--- src/rtl/ctl_pkg.sv ---
package ctl_pkg;

    localparam int DIV_W   = 14;
    localparam int PM_W    = 2;
    localparam int RS_W    = 2;
    localparam int MODE_W  = 2;
    localparam int PIN_W   = 3;
    localparam int FRAME_W = DIV_W + PM_W + RS_W + 1 + MODE_W + PIN_W;
    localparam int N_TEST  = (1 << MODE_W) - 1;

    typedef enum logic [MODE_W-1:0] {
        PMODE_NORMAL = 2'b00,
        PMODE_TEST1  = 2'b01,
        PMODE_TEST2  = 2'b10,
        PMODE_TEST3  = 2'b11
    } pin_mode_e;

    // Field order follows arrival order: first received bit lands at MSB.
    typedef struct packed {
        logic [DIV_W-1:0] div;
        logic [PM_W-1:0]  premix;
        logic [RS_W-1:0]  refsel;
        logic             timer;
        pin_mode_e        mode;
        logic [PIN_W-1:0] status;
    } ctl_word_t;

    function automatic ctl_word_t unpack_word(input logic [FRAME_W-1:0] raw);
        ctl_word_t w;
        w = ctl_word_t'(raw);
        return w;
    endfunction

endpackage

--- src/rtl/ctl_shift.sv ---
module ctl_shift
    import ctl_pkg::*;
(
    input  logic               clk,
    input  logic               rst,
    input  logic               en,
    input  logic               din,
    output logic [FRAME_W-1:0] shreg,
    output logic               commit
);

    logic en_q;

    always_ff @(posedge clk) begin
        if (rst) begin
            shreg <= '0;
            en_q  <= 1'b0;
        end else begin
            en_q <= en;
            if (en) begin
                shreg <= {shreg[FRAME_W-2:0], din};
            end
        end
    end

    assign commit = en_q && !en;

    AST_SHIFT_IDLE_HOLD: assert property (@(posedge clk) disable iff (rst)
        (!$past(en) && !$past(rst)) |-> $stable(shreg)) else $error("shift reg moved while idle");

endmodule

--- src/rtl/ctl_hold.sv ---
module ctl_hold
    import ctl_pkg::*;
(
    input  logic               clk,
    input  logic               rst,
    input  logic               commit,
    input  logic [FRAME_W-1:0] frame_in,
    output ctl_word_t          held,
    output logic               stb
);

    always_ff @(posedge clk) begin
        if (rst) begin
            held <= '0;
            stb  <= 1'b0;
        end else begin
            stb <= commit;
            if (commit) begin
                held <= unpack_word(frame_in);
            end
        end
    end

    AST_HOLD_LOADS: assert property (@(posedge clk) disable iff (rst)
        stb |-> (held == ctl_word_t'($past(frame_in)))) else $error("held word mismatch");

    AST_HOLD_STABLE: assert property (@(posedge clk) disable iff (rst)
        (!stb && !$past(rst)) |-> $stable(held)) else $error("held word changed without strobe");

    AST_STB_SINGLE: assert property (@(posedge clk) disable iff (rst)
        stb |=> !stb) else $error("strobe longer than one cycle");

endmodule

--- src/rtl/ctl_pins.sv ---
module ctl_pins
    import ctl_pkg::*;
(
    input  pin_mode_e         mode,
    input  logic [PIN_W-1:0]  status,
    input  logic [PIN_W-1:0]  obs,
    output logic [PIN_W-1:0]  pins,
    output logic [N_TEST-1:0] tsel
);

    logic normal;
    assign normal = (mode == PMODE_NORMAL);

    for (genvar i = 0; i < PIN_W; i++) begin : g_pin
        assign pins[i] = normal ? status[i] : obs[i];
    end

    for (genvar j = 0; j < N_TEST; j++) begin : g_tsel
        assign tsel[j] = (mode == pin_mode_e'(j + 1));
    end

    always_comb begin
        AST_TEST_ONEHOT: assert ($onehot0(tsel)) else $error("test select not one-hot");
    end

endmodule

--- src/rtl/serial_ctl_reg.sv ---
module serial_ctl_reg
    import ctl_pkg::*;
(
    input  logic              clk,
    input  logic              rst,
    input  logic              ser_en,
    input  logic              ser_data,
    input  logic [PIN_W-1:0]  test_obs,
    output logic [DIV_W-1:0]  div_code,
    output logic [PM_W-1:0]   premix_sel,
    output logic [RS_W-1:0]   ref_sel,
    output logic              timer_trig,
    output logic [N_TEST-1:0] test_sel,
    output logic [PIN_W-1:0]  stat_pins,
    output logic              latch_stb
);

    logic [FRAME_W-1:0] shreg;
    logic               commit;
    ctl_word_t          held;

    ctl_shift u_shift (
        .clk    (clk),
        .rst    (rst),
        .en     (ser_en),
        .din    (ser_data),
        .shreg  (shreg),
        .commit (commit)
    );

    ctl_hold u_hold (
        .clk      (clk),
        .rst      (rst),
        .commit   (commit),
        .frame_in (shreg),
        .held     (held),
        .stb      (latch_stb)
    );

    ctl_pins u_pins (
        .mode   (held.mode),
        .status (held.status),
        .obs    (test_obs),
        .pins   (stat_pins),
        .tsel   (test_sel)
    );

    assign div_code   = held.div;
    assign premix_sel = held.premix;
    assign ref_sel    = held.refsel;
    assign timer_trig = held.timer;

    AST_COMMIT_ON_FALL: assert property (@(posedge clk) disable iff (rst)
        (!ser_en && $past(ser_en) && !$past(rst)) |=> latch_stb) else $error("no strobe after enable fall");

    AST_NO_STRAY_STB: assert property (@(posedge clk) disable iff (rst)
        ser_en |=> !latch_stb) else $error("strobe while shifting");

endmodule

--- config.mk ---
export PLATFORM = sky130hd
export DESIGN_NAME = serial_ctl_reg
export DESIGN_NICKNAME = d
export VERILOG_FILES = /design/src/rtl/ctl_pkg.sv /design/src/rtl/ctl_shift.sv /design/src/rtl/ctl_hold.sv /design/src/rtl/ctl_pins.sv /design/src/rtl/serial_ctl_reg.sv
export SDC_FILE = /design/constraint.sdc
export NUM_CORES = 1
export LEC_CHECK = 0
export BUFFER_PORTS_ARGS = -buffer_cell sky130_fd_sc_hd__clkbuf_2
export CAP_MARGIN = 30
export CELL_PAD_IN_SITES_DETAIL_PLACEMENT = 1
export CELL_PAD_IN_SITES_GLOBAL_PLACEMENT = 1
export CORE_MARGIN = 2
export CORE_UTILIZATION = 43
export DETAILED_ROUTE_END_ITERATION = 6
export HOLD_SLACK_MARGIN = 0.06
export PLACE_DENSITY_LB_ADDON = 0.1
export SLEW_MARGIN = 25
export SYNTH_ARGS = -nofsm -noshare
export SYNTH_HDL_FRONTEND = slang
export SYNTH_SLANG_ARGS = --single-unit
--- constraint.sdc ---
create_clock -name clk -period 1.2 [get_ports clk]
set_input_delay 0.24 -clock clk [delete_from_list [all_inputs] [get_ports clk]]
set_output_delay 0.24 -clock clk [all_outputs]
set_load 0.02 [all_outputs]
# [Yosys cells after proc, flatten, opt, wreduce, memory -nomap -nowiden]
# Cells that the tools add are included.
[word_totals] in_bits=7 ff_bits=50 elab_cells=18 out_inout_bits=26
[op_classes] muxes=3 eq_ne=3 reduce_logical=3
[ops] cell="$eq A2 B2 Y1 const B" n=2
[ops] cell="$mux W1" n=3
[ops] cell="$eq A2 B1 Y1 const B" n=1
[ops] cell="$logic_not A2 Y1" n=1
[ops] cell="$logic_and A1 B1 Y1" n=1
[ops] cell="$logic_not A1 Y1" n=1

# [Depth between registers and ports, before layout]
# Gate-level depths: netlist (run 1).
[depth] word_depth=2 ltp_mapped=4 mapped_depth_nobuf=2

# [Hierarchy]
# A second synthesis (run 1) with hierarchy kept.
[hier_totals] hier_cells=168 hier_area_um2=1875.5
[by_module_without_submodules] mod="ctl_shift" cells_per_inst=81 n_inst=1 area_each_um2=908.4
[by_module_without_submodules] mod="ctl_hold" cells_per_inst=80 n_inst=1 area_each_um2=902.1
[by_module_without_submodules] mod="ctl_pins" cells_per_inst=7 n_inst=1 area_each_um2=65.1

# [Worst setup path before layout (run 1)]
# OpenSTA, ideal clock, no wires.
[synth_timing] kind="register -> output" start="reg, netlist name u_hold.held[4]" end="out stat_pins[0]" t_required_ns=0.960 path_stages_with_launch=3 arrival_time_ns=0.937 setup_slack_ns=0.023 path_cell_list="dfxtp_1 > nor2_1 > mux2_1"
[synth_via] elab_chain_cells=2
[synth_rtl] item="$logic_not A2 Y1" line="ctl_pins.sv:12" rtl="assign normal = (mode == PMODE_NORMAL);"
[synth_rtl] item="$mux W1" line="ctl_pins.sv:15" rtl="assign pins[i] = normal ? status[i] : obs[i];"
[synth_rtl] item="end: declaration" line="serial_ctl_reg.sv:14" rtl="output logic [PIN_W-1:0] stat_pins,"
# Every way passes these cells.

# [Worst setup path after layout (run 1)]
[layout_timing] start="reg, netlist name u_hold.held[4]" end="out stat_pins[1]"
[layout_via] elab_chain_cells=2
[layout_rtl] item="$logic_not A2 Y1" line="ctl_pins.sv:12"
[layout_rtl] item="$mux W1" line="ctl_pins.sv:15"
# Every way passes these cells.

==> results of run 1 <==
[kinds of logic (layout without fill, tap and decap cells)]
logic type / after synthesis / after routing / synth area share
and+or+nand+nor: 79 / 79 / 0.250
buffers and inverters: 35 / 45 / 0.123
muxes: 27 / 27 / 0.123
AOI/OAI and AO/OA: 24 / 24 / 0.0540
DFF: 50 / 50 / 0.450
[report_power, final]
| part | leakage, uW | internal, uW | total [uW] | switching [uW] |
|---|---|---|---|---|
| sequential | 0.000405 | 1660 | 1670 | 5.03 |
| combinational | 0.000545 | 87.6 | 179 | 91.4 |
| clock | 0.0000383 | 403 | 919 | 516 |
[sequential cells by signal, summed over array words and instances (netlist names)]
register       count
u_hold.held       24
u_shift.shreg     24
u_hold.stb         1
u_shift.en_q       1
[worst max-delay path by stage]
stage                              end  slack [ns]
after detailed placement  stat_pins[2]       -0.11
after floorplan           stat_pins[0]        0.02
after global placement    stat_pins[2]       -0.03
final                     stat_pins[1]       -0.32
after global routing      stat_pins[2]       -0.36
after CTS                 stat_pins[2]       -0.32
[area by class of cell]
class | count | share of cell area
clock buffer | 7 | 0.0312
tap | 70 | 0.0358
multi-input combinational | 130 | 0.403
sequential | 50 | 0.412
timing repair buffer | 38 | 0.117
[stage by stage]
step | instance area [um2] | power (uW) | hold slack [ns]
floorplan | 2220 | 1870 | 0.387
global placement | 2270 | 1880 | 0.450
detailed placement | 2270 | 1890 | 0.461
CTS | 2420 | 2800 | 0.212
global route | 2440 | 2900 | 0.236
finish | 2440 | 2760 | 0.196
[layout by cell type (no fill, tap or decap)]
master,n
clkbuf_1,2
nor2b_4,2
nor2_4,1
buf_4,3
nand4bb_1,24
and2_4,1
mux2_4,3
nor2_1,24
nand2b_1,24
buf_8,4
clkbuf_8,5
buf_6,3
mux2i_1,24
and2b_4,1
clkbuf_2,26
o21ai_1,24
dfxtp_1,48
dfxtp_4,2
buf_12,2
nor2b_1,2
[worst max-delay path: cells and delay by family, from the launching register on]
family / cells / cell delay (ns)
buf+inv: 1 / 0.13
flops: 1 / 0.36
mux: 1 / 0.33
simple gates: 1 / 0.16
[cell usage after synthesis (all sizes together)]
cell / instances
o21ai: 24
nor2b: 4
nor2: 25
dlygate4sd1: 1
and2b: 1
mux2i: 24
and2: 1
dfxtp: 50
clkbuf: 4
nand2b: 24
buf: 30
nand4bb: 24
mux2: 3
[repair_timing]
action                                  in CTS  in global routing
hold endpoints to repair                     0                  0
pin swaps                                    1                  1
gates resized for setup                     20                 15
setup buffers                                1                  1
endpoints found under the setup margin       6                  6
[layer usage]
metal	track usage	vias to the layer above	routed length [um]
met4	0.0491	0	30
li1	-	736	-
met5	0	-	0
met1	0.165	719	1700
met2	0.271	21	2190
met3	0.0429	2	152
==> summary.md, run 1 <==
| Metric | Value |
|---|---|
| Routed len/inst | `approximately 14 um` |
| Worst min path class | `input pin to flop` |
| FF-to-FF Start | `u_shift.en_q$_SDFF_PP0_` |
| Synth Register Bits | `50` |
| Placed Cells incl. Taps | `about 290` |
| Worst setup path startpoint | `u_hold.held[4]$_SDFFE_PP0P_` |
| Hold wc startpoint | `ser_data` |
| Clock sinks | `50` |
| Share of cells above drive strength 1 | `0.236` |
| Core Area | `5040 um2` |
| Post-Syn Area | `approximately 2200 um2` |
| Setup violations, final | `6` |
| Vias in the first global route | `approximately 1,500` |
| Setup slack, reg-to-reg | `0.21 ns` |
| Worst-skew pair later-pin latency | `about 0.3 ns` |
| Critical-path top delay cell | `dfxtp_4` |
| Clock Pin Slew Worst Setup and Hold Paths | `approximately 0.080 ns` |
| GRT Resource Usage Total | `0.148` |
| 1st-iter DRT viols | `between 40 and 50` |
| CTS H-tree lvls | `2` |
| Row count | `26` |
| Leading area contributor after synthesis | `dfxtp_1` |
| Fin util | `0.485` |
| Crit-path cells | `nor2_4 -> mux2_4 -> buf_8` |
| Area of the multi-input gates | `a little under 1000 um2` |
| Worst Path Max Fanout | `3` |
| First-pass iteration count of the detailed router | `4` |
| Run status | `finished, violations left` |
| Die Ht | `around 76 um` |
| Diode count | `0` |
| Pre-CTS setup slack | `-0.107 ns` |
| CP Launch Type | `flop` |
| Max Slew Vio Count | `0` |
| Final hold violations | `0` |
| Syn Inst Count | `about 220` |
| Min-Delay Path Depth | `3` |
| Net Count, Synth | `between 200 and 250` |
| Fin crit period | `around 1.5 ns` |
| Worst setup margin | `-0.322 ns` |
| Worst reg2reg endpoint | `u_hold.held[22]$_SDFFE_PP0P_` |
| Final net count | `232` |
| Mean post-synth cell area | `between 10 and 15 um2` |
| Die Area | `roughly 5800 um2` |
| Synth unique cells | `16` |
| WP data required | `0.96 ns` |
| Initial antenna violation count | `0` |
| IO Pins | `33` |
| Total wire length | `4070 um` |
| Slew HR | `0.781` |
| Max VDD drop | `between 0.7 and 0.8 mV` |
| Reg area | `roughly 1000 um2` |
| Unrepaired setup endpoints after global routing | `true` |
| Sequential fraction of the synthesis area | `0.450` |
| Initial Utilization | `0.441` |
| Max-cap violation count | `0` |
| GRT overflow | `0` |
| DP HPWL | `roughly 2600 um` |
| F_max | `roughly 660 MHz` |
| Area grow syn2layout | `9.96%` |
| Vias after detailed routing | `approximately 1,500` |
| Post-route insts no fill | `a little under 300` |
| CTS tree | `built` |
| Violated checks | `setup timing` |
| Clk root buf | `clkbuf_8` |
| Setup TNS Final | `-1.21 ns` |
| Largest net degree at the start of global routing | `75` |
| Clock skew | `around 0.007 ns` |
| DRC Markers | `0` |
| Clk buf depth | `2` |
| Vias per cell | `5.01` |
| Hold path endpoint | `u_shift.shreg[0]$_SDFFE_PP0P_` |
| Placer Congestion | `between 0.6 and 0.7` |
| Final period util | `1.27` |
| Kind of critical path | `flop to output pin` |
| Pleak | `roughly 0.001 uW` |
| Synth top area share | `0.450` |
| First-pass GRT wire length | `approximately 7000 um` |
| Setup crit end kind | `output pin` |
| Power Dens Cells | `approximately 1100 nW/um2` |
| # fillers | `571` |
| Worst r2r path cells | `2` |
| Hold Buf Count CTS | `0` |
| Top cells by area, synth | `dfxtp_1, nand4bb_1, mux2i_1, buf_4, nand2b_1` |
| CTS buffer count | `5` |
| Yosys warns | `0` |
| IO buf count | `32` |
| Post-DRT Antenna Nets | `0` |
| Worst EP arrival | `between 1 and 1.5 ns` |
| Max incr delay on CP | `around 0.36 ns` |
| DIE WIDTH | `~76 um` |
| Worst slew pin tran | `~0.33 ns` |
Note: power is estimated with default switching activity, not from simulation.
==> run 2, diff against run 1 <==
ABC_AREA = 1   (was default)
CORE_UTILIZATION = 40   (was 43)
TNS_END_PERCENT = 100   (was default)
==> run 2 against run 1 <==
  * Register-to-register slack lost 0.12 ns
  * Combinational power grew 83%
  * Global-route usage grew 1.6 points
  * The run still ends with setup timing left
  * Routed wire length grew 4.4%
  * Clock power grew 26%
  * Via count grew 9.1%
  * Sequential share of layout area grew 3.0 points
  * Maximum frequency grew 17%
  * Synthesized cell count grew 20%
  * Largest cell class unchanged
  * Critical path type unchanged
==> summary.md, run 2 <==
| Metric | Value |
|---|---|
| 1st-iter DRT viols | `79 (+93%)` |
| CP bufs+invs | `1 (unchanged)` |
| Total wire length | `4250 um (+4.4%)` |
| Routed len/inst | `12.5 um (-9.7%)` |
| Largest delay contributor family on the critical path | `flip-flops` |
| Clock skew | `0.00959 ns (+0.00273 ns)` |
| Synth Register Bits | `50 (unchanged)` |
| Clk root buf | `clkbuf_8` |
| Critical-path top delay cell | `dfxtp_4` |
| Initial antenna violation count | `0 (unchanged)` |
| Post-DRT Antenna Nets | `0 (unchanged)` |
| Core Area | `4820 um2 (-4.5%)` |
| Worst Path Max Fanout | `8 (+5)` |
| Worst EP arrival | `1.07 ns (-0.21 ns)` |
| Slew HR | `0.828 (+0.0472)` |
| First-pass GRT wire length | `7110 um (+1.7%)` |
| Power Dens Cells | `1440 nW/um2 (+27%)` |
| Yosys warns | `0 (unchanged)` |
| Synth top area share | `0.490 (+0.0403)` |
| Hold Buf Count CTS | `0 (unchanged)` |
| Row count | `25 (-3.8%)` |
| F_max | `766 MHz (+17%)` |
| Worst r2r path cells | `5 (+3)` |
| Synth unique cells | `17 (+1)` |
| Post-Syn Area | `2040 um2 (-8.2%)` |
| Worst setup margin | `-0.106 ns (+0.217 ns)` |
| Worst setup path startpoint | `u_hold.held[4]$_SDFFE_PP0P_` |
| EDFF count, synth | `0 (unchanged)` |
| Final net count | `280 (+21%)` |
| Fin crit period | `1.31 ns (-0.217 ns)` |
| Area grow syn2layout | `11.7%` |
| Initial Utilization | `0.424 (-0.0173)` |
| WP data required | `0.96 ns (about the same)` |
| Setup slack, reg-to-reg | `0.09 ns (-0.12 ns)` |
| Vias per cell | `4.73 (-5.6%)` |
| Sequential fraction of the synthesis area | `0.490 (+0.0403)` |
| DRC Markers | `0 (unchanged)` |
| Max incr delay on CP | `0.38 ns (+0.02 ns)` |
| CTS tree | `built` |
| Share of cells above drive strength 1 | `0.237 (+0.00167)` |
| Die Ht | `75.4 um (-0.63%)` |
| Setup crit end kind | `output pin` |
| Largest net degree at the start of global routing | `36 (-52%)` |
| Most frequent cell after synthesis | `nor2_1` |
| CTS buffer count | `5 (unchanged)` |
| Clock sinks | `50 (unchanged)` |
| Max-cap violation count | `0 (unchanged)` |
| Area after DPL | `2120 um2 (-6.7%)` |
| Worst reg2reg endpoint | `u_hold.held[5]$_SDFFE_PP0P_` |
| Net Count, Synth | `265 (+19%)` |
| Setup violations, final | `4 (-2)` |
| Clock Pin Slew Worst Setup and Hold Paths | `0.09 ns (about the same)` |
| IO Pins | `33 (unchanged)` |
| Finished Cell Area | `2280 um2 (-6.8%)` |
| Pleak | `0.00107 uW (+8.7%)` |
| IO buf count | `32 (unchanged)` |
| Worst slew pin tran | `0.258 ns (-0.0711 ns)` |
| Placed Cells incl. Taps | `333 (+16%)` |
| Kind of critical path | `flop to output pin` |
| Diode count | `0 (unchanged)` |
| Overall power | `3280 uW (+19%)` |
| Vias in the first global route | `1,485 (-3.2%)` |
| Run status | `finished, violations left` |
| Commonest non-fill, non-tap cell in the layout | `nor2_1` |
| Final hold violations | `0 (unchanged)` |
| Post-synth ARST share | `0 (unchanged)` |
| CTS H-tree lvls | `2 (unchanged)` |
| Crit-path cells | `nor2_4 -> nand2_1 -> nand2_1 -> clkbuf_8` |
| Clk buf depth | `2 (unchanged)` |
| DP HPWL | `3030 um (+15%)` |
| Commonest cells in the netlist | `nor2_1, dfxtp_1, nand2_1` |
| Post-route insts no fill | `341 (+16%)` |
| Mean post-synth cell area | `7.91 um2 (-24%)` |
| Placer Congestion | `0.744 (+12%)` |
| Vias after detailed routing | `1,613 (+9.1%)` |
| CP Launch Type | `flop` |
| GRT overflow | `0 (unchanged)` |
| Violated checks | `setup timing` |
| Max VDD drop | `0.534 mV (-32%)` |
| Min-Delay Path Depth | `2 (-1)` |
| Commonest cells after routing, fill and taps aside | `nor2_1, dfxtp_1, nand2_1, nand3_1, clkbuf_2` |
| Worst-skew pair later-pin latency | `0.30 ns (about the same)` |
| Biggest regs | `u_hold.held x24, u_shift.shreg x24` |
| Worst min path class | `input pin to flop` |
| GRT Resource Usage Total | `0.165 (+0.0164)` |
| Top cells by area, synth | `dfxtp_1, nor2_1, nand3_1, nand2_1, buf_4` |
| Hold path endpoint | `u_shift.en_q$_SDFF_PP0_` |
| FF-to-FF Start | `u_shift.en_q$_SDFF_PP0_` |
| Hold wc startpoint | `rst` |
| Unrepaired setup endpoints after global routing | `true` |
| First-pass iteration count of the detailed router | `4 (unchanged)` |
| Final period util | `1.09 (-0.181)` |
| Leading area contributor after synthesis | `dfxtp_1` |
| Crit-path most repeated cell | `nand2_1` |
| DIE WIDTH | `75.4 um (-0.63%)` |
| Max Slew Vio Count | `0 (unchanged)` |
| Syn Inst Count | `258 (+20%)` |
| # fillers | `634 (+11%)` |
| Die Area | `5690 um2 (-1.3%)` |
| Ys flop type | `dfxtp_1` |
run 2: final cells by class:
cell class | instances | area [um2] | share of cell area
sequential | 50 | 1010 | 0.442
clock inverter | 1 | 30.0 | 0.0132
multi-input combinational | 169 | 759 | 0.333
clock buffer | 7 | 76.3 | 0.0335
inverter | 6 | 27.5 | 0.0121
tap | 67 | 83.8 | 0.0368
timing repair buffer | 41 | 294 | 0.129
run 2: timing repair:
action                     4_1_cts  5_1_grt
pin swaps                        1        2
setup endpoints to repair        6        6
resized for setup               17        5
hold endpoints to repair         0        0
setup buffers                    0        0
run 2: stage by stage:
stage | hold WS [ns] | utilization | TNS [ns] | worst slack (ns)
detailed placement | 0.467 | 0.439 | 0 | 0.0768
floorplan | 0.312 | - | 0 | 0.234
finish | 0.139 | 0.473 | -0.337 | -0.106
global route | 0.141 | 0.473 | -0.685 | -0.177
global placement | 0.451 | 0.439 | 0 | 0.0886
CTS | 0.136 | 0.473 | -0.417 | -0.114
run 2: cell families (layout without fill, tap and decap cells):
family	after synthesis	in the layout	synth area share
buffers and inverters	39	55	0.141
DFF	50	50	0.490
AOI/OAI and AO/OA	27	27	0.0662
and+or+nand+nor	142	142	0.302
run 2: how the worst max path moves through the flow:
stage                                  end  slack, ns  cells past startpoint
6_report                      stat_pins[0]      -0.11                      4
3_3_place_gp                  stat_pins[2]       0.09                      4
4_1_cts                       stat_pins[2]      -0.11                      3
2_1_floorplan                  test_sel[0]       0.23                      2
3_5_place_dp   u_hold.held[4]$_SDFFE_PP0P_       0.08                      6
5_1_grt                       stat_pins[1]      -0.18                      4
run 2: power by group:
group | internal (uW) | total (uW) | switching [uW]
logic | 127 | 328 | 201
clock network | 624 | 1160 | 534
registers | 1730 | 1790 | 58.4
run 2: worst register-to-register path: cells and delay by family, from the launching register on:
| kind | cells | cell delay [ns] |
|---|---|---|
| buf+inv | 2 | 0.25 |
| flops | 1 | 0.47 |
| simple gates | 3 | 0.33 |
run 2: per-layer routing:
metal | track usage | share of wire
met1 | 0.234 | 0.54
met5 | 0 | 0
met3 | 0.0357 | 0.036
met2 | 0.242 | 0.41
met4 | 0.0702 | 0.017
==> run 3, diff against run 2 <==
--- a/config.mk
+++ b/config.mk
@@ -20,2 +20,3 @@
 export SYNTH_HDL_FRONTEND = slang
+export SYNTH_HIERARCHICAL = 1
 export SYNTH_SLANG_ARGS = --single-unit
==> constraint.sdc (replaced) <==
create_clock -name clk -period 1.2 [get_ports clk]
set_input_delay 0.18 -clock clk [delete_from_list [all_inputs] [get_ports clk]]
set_output_delay 0.18 -clock clk [all_outputs]
set_load 0.02 [all_outputs]
==> run 3 against run 2 <==
  * The run still ends with setup timing left
  * Clock power is 14% lower
  * Clock-buffer cell count stayed put
  * Non-clock buffer count is 3 lower
  * Area after synthesis is 11% higher
  * Global-route usage is 0.47 points lower
  * Routed wire length is 5.1% higher
==> summary.md, run 3 <==
| Metric | Value |
|---|---|
| Run status | `finished, violations left` |
| Violated checks | `setup timing` |
| Worst-skew pair later-pin latency | `0.30 ns (about the same)` |
| Net Count, Synth | `336 (+27%)` |
| CTS buffer count | `5 (unchanged)` |
| EDFF count, synth | `0 (unchanged)` |
| Max-cap violation count | `0 (unchanged)` |
| Synth Register Bits | `50 (unchanged)` |
| Pleak | `0.00125 uW (+16%)` |
| Final period util | `1.04 (-0.0516)` |
| Top cells by area, synth | `dfxtp_1, nor2_1, nand2_1, inv_1, nand2_2` |
| Synth top area share | `0.441 (-0.0495)` |
| Initial antenna violation count | `0 (unchanged)` |
| Vias in the first global route | `1,783 (+20%)` |
| Largest net degree at the start of global routing | `50 (+39%)` |
| WP data required | `1.02 ns (+0.06 ns)` |
| Final hold violations | `0 (unchanged)` |
| Worst setup margin | `-0.0439 ns (+0.0619 ns)` |
| Unrepaired setup endpoints after global routing | `true` |
| Clock sinks | `50 (unchanged)` |
| Core Area | `5510 um2 (+14%)` |
| Worst slew pin tran | `0.262 ns (+0.00381 ns)` |
| Placer Congestion | `0.666 (-10%)` |
| IO buf count | `32 (unchanged)` |
| Area grow syn2layout | `15.7%` |
| Max VDD drop | `0.489 mV (-8.4%)` |
| Clk buf depth | `2 (unchanged)` |
| Post-Syn Area | `2270 um2 (+11%)` |
| Hold wc startpoint | `rst` |
| Clk root buf | `clkbuf_8` |
| CTS H-tree lvls | `2 (unchanged)` |
| # fillers | `748 (+18%)` |
| Sequential fraction of the synthesis area | `0.441 (-0.0495)` |
| Commonest non-fill, non-tap cell in the layout | `nor2_1` |
| Synth unique cells | `13 (-4)` |
| GRT overflow | `0 (unchanged)` |
| Final net count | `366 (+31%)` |
| DP HPWL | `3000 um (-1.0%)` |
| Hold_ws | `0.0987 ns (-0.0400 ns)` |
| Post-DRT Antenna Nets | `0 (unchanged)` |
| Commonest cells after routing, fill and taps aside | `nor2_1, nand2_1, inv_1, dfxtp_1, nand2_2` |
| Syn Inst Count | `329 (+28%)` |
| Share of cells above drive strength 1 | `0.294 (+0.0572)` |
| Leading area contributor after synthesis | `dfxtp_1` |
| Clock skew | `0.00705 ns (-0.00254 ns)` |
| IO Pins | `33 (unchanged)` |
| Die Area | `6290 um2 (+11%)` |
| Initial Utilization | `0.412 (-0.0115)` |
| Hold Buf Count CTS | `0 (unchanged)` |
| Vias after detailed routing | `1,831 (+14%)` |
| Hold path endpoint | `u_shift/en_q$_SDFF_PP0_` |
| Setup crit end kind | `output pin` |
| CP Launch Type | `flop` |
| Fin util | `0.477 (+0.00369)` |
| Setup slack, reg-to-reg | `0.19 ns (+0.10 ns)` |
| Max Slew Vio Count | `0 (unchanged)` |
| Diode count | `0 (unchanged)` |
| Worst reg2reg endpoint | `u_hold/held[8]$_SDFFE_PP0P_` |
| Ys flop type | `dfxtp_1` |
| Mean post-synth cell area | `6.90 um2 (-13%)` |
| DRC Markers | `0 (unchanged)` |
| Kind of critical path | `flop to output pin` |
| Worst r2r path cells | `6 (+1)` |
| Area of the multi-input gates | `942 um2 (+24%)` |
| F_max | `804 MHz (+5.0%)` |
| Row count | `27 (+8.0%)` |
| Power Dens Cells | `1280 nW/um2 (-11%)` |
| DIE WIDTH | `79.3 um (+5.2%)` |
| Biggest regs | `u_hold/held x24, u_shift/shreg x24` |
| Post-synth ARST share | `0 (unchanged)` |
| Die Ht | `79.3 um (+5.2%)` |
| Reg area | `1010 um2 (unchanged)` |
| Total wire length | `4470 um (+5.1%)` |
| Routed len/inst | `10.3 um (-17%)` |
| 1st-iter DRT viols | `37 (-53%)` |
| FF-to-FF Start | `u_shift/en_q$_SDFF_PP0_` |
| Vias per cell | `4.24 (-10%)` |
| Slew HR | `0.826 (-0.00231)` |
| Setup violations, final | `4 (unchanged)` |
| Most frequent cell after synthesis | `nor2_1` |
| First-pass GRT wire length | `7890 um (+11%)` |
| Yosys warns | `6 (+6)` |
| Fin crit period | `1.24 ns (-0.0619 ns)` |
| GRT Resource Usage Total | `0.160 (-0.00468)` |
| Worst min path class | `input pin to flop` |
| Clock Pin Slew Worst Setup and Hold Paths | `0.09 ns (about the same)` |
| Worst Path Max Fanout | `8 (unchanged)` |
| Min-Delay Path Depth | `2 (unchanged)` |
| Commonest cells in the netlist | `nor2_1, nand2_1, inv_1` |
| First-pass iteration count of the detailed router | `4 (unchanged)` |
| Worst EP arrival | `1.06 ns (about the same)` |
| CTS tree | `built` |
-- run 3: cell count changes after synthesis, sizes merged --
cell	change
inv	+50
nor2	+32
nand2	+63
nand3	-32
buf	-17
o21ai	-24
clkbuf	-1
-- run 3: final cells by class --
cell class | count | area share
Multi-Input combinational cell | 208 | 0.359
Sequential cell | 50 | 0.384
Timing Repair Buffer | 38 | 0.108
Inverter | 56 | 0.0800
Clock buffer | 7 | 0.0329
Clock inverter | 1 | 0.00191
Tap cell | 72 | 0.0343
-- run 3: cell families after synthesis --
family                 count (synthesis)  synth area share
AND/OR/NAND/NOR                      205             0.396
buffers and inverters                 71             0.156
AO/OA/AOI/OAI                          3           0.00661
flip-flops                            50             0.441
-- run 3: metal layers --
| metal | wire length (um) | track usage | vias to the layer above |
|---|---|---|---|
| li1 | - | - | 984 |
| met1 | 2270 | 0.206 | 815 |
| met2 | 1990 | 0.261 | 28 |
| met3 | 149 | 0.0386 | 4 |
| met4 | 53 | 0.0569 | 0 |
| met5 | 0 | 0 | - |
-- run 3: worst max path at each step --
stage,from,end,slack (ns)
after CTS,u_hold/held[4]$_SDFFE_PP0P_,stat_pins[0],-0.07
after detailed placement,u_hold/held[3]$_SDFFE_PP0P_,stat_pins[0],0.19
after global placement,ser_en,u_hold/held[8]$_SDFFE_PP0P_,0.21
final,u_hold/held[3]$_SDFFE_PP0P_,stat_pins[0],-0.04
after global routing,u_hold/held[3]$_SDFFE_PP0P_,stat_pins[2],-0.12
after floorplan,ser_en,u_hold/held[14]$_SDFFE_PP0P_,0.09
-- run 3: power breakdown --
group	leakage, uW	total [uW]	switching (uW)	internal [uW]
clock network	0.0000482	995	529	466
logic	0.000786	540	329	211
registers	0.000413	1820	66.8	1750
-- run 3: repair_timing --
item	CTS	global route
buffers inserted	0	1
setup endpoints to repair	6	6
pin swaps	1	1
resized for setup	8	23
endpoints found under the hold margin	0	0
-- run 3: per-stage QoR --
| step | std cells | TNS [ns] | power (uW) | setup WS [ns] | cell area [um2] |
|---|---|---|---|---|---|
| after floorplan | 329 | 0 | 2260 | 0.0930 | 2270 |
| after CTS | 431 | -0.250 | 3410 | -0.0709 | 2570 |
| final | 432 | -0.123 | 3350 | -0.0439 | 2630 |
| after global placement | 423 | 0 | 2360 | 0.206 | 2460 |
| after global routing | 432 | -0.489 | 3560 | -0.123 | 2630 |
| after detailed placement | 423 | 0 | 2380 | 0.187 | 2460 |
-- run 3: worst max-delay path, stage by stage, from the launching register on --
cell and delay [ns]:
dfxtp_4 0.38, o21ai_1 0.18, nand2_2 0.08, buf_8 0.13
